==> src/rtl/edo_dq_pkg.sv <==
package edo_dq_pkg;
  // Column-strobe events derived from consecutive samples
  typedef struct packed {
    logic cas_fall;
    logic cas_rise;
    logic oe_was_high;
  } strobe_ev_t;

  function automatic int max2(input int a, input int b);
    return (a > b) ? a : b;
  endfunction
endpackage

==> src/rtl/edo_strobe_sampler.sv <==
module edo_strobe_sampler
  import edo_dq_pkg::*;
(
  input  logic       clk,
  input  logic       rst,
  input  logic       cas_n,
  input  logic       oe_n,
  output strobe_ev_t ev
);
  logic cas_prev, oe_prev;

  always_ff @(posedge clk) begin
    if (rst) begin
      cas_prev <= 1'b1;
      oe_prev  <= 1'b1;
    end else begin
      cas_prev <= cas_n;
      oe_prev  <= oe_n;
    end
  end

  assign ev.cas_fall    = cas_prev & ~cas_n;
  assign ev.cas_rise    = ~cas_prev & cas_n;
  assign ev.oe_was_high = oe_prev;
endmodule

==> src/rtl/edo_oe_guard.sv <==
module edo_oe_guard
  import edo_dq_pkg::*;
#(
  parameter int OE_HOLD  = 2,
  parameter int OE_PULSE = 3
) (
  input  logic       clk,
  input  logic       rst,
  input  logic       cas_n,
  input  logic       oe_n,
  input  strobe_ev_t ev,
  output logic       trip
);
  localparam int MAXC = max2(OE_HOLD, OE_PULSE);
  localparam int CW   = $clog2(MAXC + 1);

  logic [CW-1:0] run_q, run_inc, thr;
  logic          pre_q, pre_now;

  // Saturating count of column-high cycles with OE high, this one included
  assign run_inc = (run_q == CW'(MAXC)) ? run_q : run_q + 1'b1;
  // OE already high before the column strobe rose selects the hold threshold
  assign pre_now = ev.cas_rise ? ev.oe_was_high : pre_q;
  assign thr     = pre_now ? CW'(OE_HOLD) : CW'(OE_PULSE);
  assign trip    = cas_n & oe_n & (run_inc >= thr);

  always_ff @(posedge clk) begin
    if (rst) begin
      run_q <= '0;
      pre_q <= 1'b0;
    end else begin
      run_q <= (cas_n & oe_n) ? run_inc : '0;
      pre_q <= oe_n & pre_now;
    end
  end
endmodule

==> src/rtl/edo_access_timer.sv <==
module edo_access_timer #(
  parameter int CAS_LAT = 2
) (
  input  logic clk,
  input  logic rst,
  input  logic start,
  input  logic abort,
  output logic load
);
  localparam int TW = $clog2(CAS_LAT + 1);

  logic [TW-1:0] cnt_q;

  assign load = (cnt_q == TW'(1)) & ~start & ~abort;

  always_ff @(posedge clk) begin
    if (rst || abort)     cnt_q <= '0;
    else if (start)       cnt_q <= TW'(CAS_LAT);
    else if (cnt_q != '0) cnt_q <= cnt_q - 1'b1;
  end
endmodule

==> src/rtl/edo_dq_drive.sv <==
module edo_dq_drive
  import edo_dq_pkg::*;
#(
  parameter int DW       = 8,
  parameter int CAS_LAT  = 2,
  parameter int OE_HOLD  = 2,
  parameter int OE_PULSE = 3
) (
  input  logic          clk,
  input  logic          rst,
  input  logic          ras_n,
  input  logic          cas_n,
  input  logic          we_n,
  input  logic          oe_n,
  input  logic [DW-1:0] rd_data,
  output logic [DW-1:0] dq_out,
  output logic          dq_oe
);
  strobe_ev_t    ev;
  logic          trip, load, start, both_hi;
  logic          off_q, off_d, have_q, have_d, drive_d;
  logic [DW-1:0] data_q, data_d;

  edo_strobe_sampler u_smp (
    .clk(clk), .rst(rst), .cas_n(cas_n), .oe_n(oe_n), .ev(ev)
  );

  edo_oe_guard #(.OE_HOLD(OE_HOLD), .OE_PULSE(OE_PULSE)) u_guard (
    .clk(clk), .rst(rst), .cas_n(cas_n), .oe_n(oe_n), .ev(ev), .trip(trip)
  );

  assign both_hi = ras_n & cas_n;
  assign start   = ev.cas_fall & ~ras_n & we_n;

  edo_access_timer #(.CAS_LAT(CAS_LAT)) u_tmr (
    .clk(clk), .rst(rst), .start(start), .abort(both_hi), .load(load)
  );

  always_comb begin
    // Sticky disable: only a column fall can clear it
    off_d = off_q;
    if (ev.cas_fall)                    off_d = ~we_n;
    else if (both_hi)                   off_d = 1'b1;
    else if (cas_n & (~we_n | trip))    off_d = 1'b1;

    have_d = have_q;
    data_d = data_q;
    if (load) begin
      have_d = 1'b1;
      data_d = rd_data;
    end else if (both_hi) begin
      have_d = 1'b0;
    end

    drive_d = have_d & ~off_d & ~oe_n & we_n;
  end

  always_ff @(posedge clk) begin
    if (rst) begin
      off_q  <= 1'b1;
      have_q <= 1'b0;
      data_q <= '0;
      dq_out <= '0;
      dq_oe  <= 1'b0;
    end else begin
      off_q  <= off_d;
      have_q <= have_d;
      data_q <= data_d;
      dq_out <= data_d;
      dq_oe  <= drive_d;
    end
  end
endmodule

==> config.mk <==
export PLATFORM = sky130hd
export DESIGN_NAME = edo_dq_drive
export DESIGN_NICKNAME = d
export VERILOG_FILES = /design/src/rtl/edo_dq_pkg.sv /design/src/rtl/edo_strobe_sampler.sv /design/src/rtl/edo_oe_guard.sv /design/src/rtl/edo_access_timer.sv /design/src/rtl/edo_dq_drive.sv
export SDC_FILE = /design/constraint.sdc
export NUM_CORES = 1
export LEC_CHECK = 0
export BUFFER_PORTS_ARGS = -buffer_cell sky130_fd_sc_hd__buf_2
export CORE_MARGIN = 4
export CORE_UTILIZATION = 49
export CTS_CLUSTER_SIZE = 28
export DETAILED_ROUTE_END_ITERATION = 6
export PLACE_DENSITY = 0.8
export SLEW_MARGIN = 20
export SYNTH_ARGS = -nofsm -noshare
export SYNTH_HDL_FRONTEND = slang
export SYNTH_SLANG_ARGS = --single-unit
==> constraint.sdc <==
create_clock -name clk -period 1.87 [get_ports clk]
set_clock_uncertainty 0.15 [all_clocks]
set_input_delay 0.2805 -clock clk [delete_from_list [all_inputs] [get_ports clk]]
set_output_delay 0.2805 -clock clk [all_outputs]
set_load 0.01 [all_outputs]
==> impl_metrics.tcl <==
set metrics [dict create \
    rows 14 \
    dr_total_vias 695 \
    drv_cap 0 \
    min_path_type "in -> reg" \
    syn_avg_cell_area_um2 10.2 \
    ir_worst_vdd_uv 369 \
    synth-seq-cells 18 \
    synth_top_area_cell "dfxtp_1" \
    routedWlPerCell_um 14.8 \
    ys_top_cells_by_area "dfxtp_1 (42%), o31ai_2 (12%), nand4_1 (5.9%)" \
    synth.net_count 98 \
    clk_path_buf_depth 2 \
    total_power_uw 695 \
    die_h_um 49.6 \
    crit_chain "nor2b_1 > mux2i_1 > ha_1 > nor2b_1 > o311a_1 > o221a_1" \
    placed_cells 115 \
    timing.final.hold_violations 0 \
    io_buffers 22 \
    ant_nets 0 \
    clkPwrFrac_pct 33.6 \
    min_period_ns 1.83 \
    firstDrtPassIters 4 \
    synth.distinct_cells 30 \
    clk_latency_ns 0.28 \
    cts_buffers 3 \
    dieArea_mm2 0.00246 \
    floorplan.initialDensity_pct 53.8 \
    path_depth 6 \
    cp.arrival_ns 1.87 \
    timing.hold.ws_ns 0.0852 \
    r2r_cells 6 \
    cp-endpoint "dq_oe" \
    io_pins 23 \
    timing.fmax_mhz 545 \
    finalSetupTns_ns 0 \
    powerDensity_mw_per_mm2 709 \
    maxSlewViolCount 0 \
    cts_tree "done" \
    clock-root-buffer "clkbuf_4" \
    swShare_pct 22.7 \
    antenna_found_initial 0 \
    min_period_over_period_pct 98.1 \
    coreArea_mm2 0.00158 \
    drive_above_1_share_pct 40.4 \
    cp_top_family "compound AO/OA/AOI/OAI gates" \
    n_fill_cell 141 \
    critPathSlowestCell "dfxtp_1" \
    grt_pass1_vias 684 \
    fin_cells 120 \
    track_usage_pct 14.9 \
    outcome "complete, no violations" \
    seq_area_frac_synth_pct 42.5 \
    grt_max_degree 16 \
    crit_start "u_smp.cas_prev" \
    htree_num_levels 1 \
    synth-warning-count 0 \
    setup_viol 0 \
    p_seq_share_pct 56.8 \
    antenna_cells 0 \
    cp_max_fo 5 \
    critPathBufInv 0 \
    comb_power_share_pct 9.6 \
    fin_util_pct 62.1 \
    ctsHoldBuffers 0 \
    area_growth_pct 15.5 \
    grt-ovfl-total 0 \
    viasPerCell 5.79 \
    drt_iter0_drc 12 \
    cp-start-kind "flip-flop" \
    netlist_area_um2 848 \
    fp.dieW_um 49.6 \
    clk_pin_slew_worst_paths_ns 0.10 \
    critPathKind "reg -> reg" \
    grt_first_pass_wirelength_mm 2.90 \
    timing.rr.end "dq_oe" \
    r2r-start "u_smp.cas_prev" \
    crit_top_cell "nor2b_1" \
    max-slew-margin-rel_pct 59.4 \
    clock-sinks 18 \
    synthCells 83 \
    place_congestion 0.751 \
    slowest_delay_ns 0.36 \
    power.leakage_nw 0.402 \
    worstMarginPinSlew_ns 0.609 \
    yosysTopAreaCellShare_pct 42.5 \
    route.detailed.drc 0 \
    power.internal_uw 537 \
    switchingPower_uw 158 \
    place.detailed.hpwl_mm 1.25 \
    reg2reg_slack_ns 0.04 \
    wl_mm 1.77 \
    crit_path_end_kind "flip-flop" \
    fin_nets 120 \
    cp.required_ns 1.90 \
]
## power by group through the flow
| stage | sequential (mW) | clock, mW | combinational (mW) |
|---|---|---|---|
| floorplan | 0.403 | 0 | 0.0443 |
| global placement | 0.403 | 0 | 0.0629 |
| detailed placement | 0.403 | 0 | 0.0643 |
| CTS | 0.394 | 0.238 | 0.0646 |
| global route | 0.395 | 0.256 | 0.0737 |
| finish | 0.395 | 0.233 | 0.0670 |
## layer usage
metal	vias to the layer above	GRT usage, %	part of all wire [%]	wire length, um
met2	14	26.2	52	923
met5	-	0	0	0
met1	329	17.1	44	771
met3	2	4.22	3.2	57
met4	0	5.07	1.1	19
li1	350	-	-	-
## cell usage after synthesis
cell / n
a211oi_1: 1
a21oi_1: 9
and2_1: 2
and4bb_4: 1
buf_1: 2
buf_2: 1
buf_4: 1
buf_6: 1
buf_8: 1
clkbuf_1: 1
dfxtp_1: 18
ha_1: 1
inv_1: 2
mux2i_1: 1
nand2_1: 1
nand2b_1: 3
nand4_1: 8
nand4bb_1: 1
nor2_1: 3
nor2b_1: 6
nor3_2: 2
nor3b_1: 1
nor4_1: 1
o21ai_2: 1
o21ba_1: 1
o21bai_1: 1
o221a_1: 1
o311a_1: 1
o31ai_2: 8
or2_2: 2
## sequential cells by signal (all words and copies together) (netlist names)
name	flops
data_q	8
dq_oe	1
have_q	1
off_q	1
u_guard.pre_q	1
u_guard.run_q	2
u_smp.cas_prev	1
u_smp.oe_prev	1
u_tmr.cnt_q	2
## cell families (layout without fill, tap and decap cells)
group                    count (synthesis)  after routing  share of synthesized area [%]
AND/OR/NAND/NOR                         31             31                           24.5
adder cells (fa/ha/maj)                  1              1                           1.47
buffers and inverters                    9             30                           6.78
multiplexers                             1              1                           1.18
flip-flops                              18             18                           42.5
AO/OA/AOI/OAI                           23             23                           23.6
## worst reg2reg max path, stage by stage (launching register included)
cell and delay (ns):
dfxtp_1 0.36, nor2b_1 0.17, mux2i_1 0.28, ha_1 0.17, nor2b_1 0.04, o311a_1 0.30, o221a_1 0.27
## placed cells by master (no fill, tap or decap), types with 2 or more instances in the layout
master	count
nor2_1	3
inv_1	2
buf_2	22
buf_4	2
dfxtp_1	18
nor2b_1	6
nor3_2	2
nand4_1	8
or2_2	2
and2_1	2
o31ai_2	8
nand2b_1	3
clkbuf_4	3
a21oi_1	9
## area by class of cell
type | instances | area [um2] | area share, %
repair buffers | 24 | 125 | 12.8
multi-input cells | 56 | 430 | 43.9
flip-flops and latches | 18 | 360 | 36.8
well taps | 16 | 20.0 | 2.04
clock buffers | 4 | 36.3 | 3.70
inverters | 2 | 7.51 | 0.766
## how the worst min path moves through the flow
stage                      to  slack (ns)  depth (start not counted)  startpoint
6_report        u_smp.oe_prev        0.09                          2        oe_n
5_1_grt             data_q[1]        0.08                          3  rd_data[1]
4_1_cts         u_smp.oe_prev        0.08                          2        oe_n
3_5_place_dp        data_q[4]        0.31                          2   data_q[4]
3_3_place_gp        data_q[0]        0.30                          2   data_q[0]
2_1_floorplan  u_tmr.cnt_q[0]        0.21                          1         rst
## what timing repair did
item,in CTS,in global routing
gates resized for setup,0,0
setup endpoints to repair,0,1
buffers inserted,0,1
## metrics by stage
| stage | setup WS, ns | instance area, um2 |
|---|---|---|
| 4_1_cts | 0.0913 | 972 |
| 5_1_grt | -0.0541 | 980 |
| 6_report | 0.0361 | 980 |
| 3_3_place_gp | 0.100 | 936 |
| 3_5_place_dp | 0.0499 | 936 |
| 2_1_floorplan | 0.116 | 848 |
No activity file was read; power rests on OpenSTA's default activity.
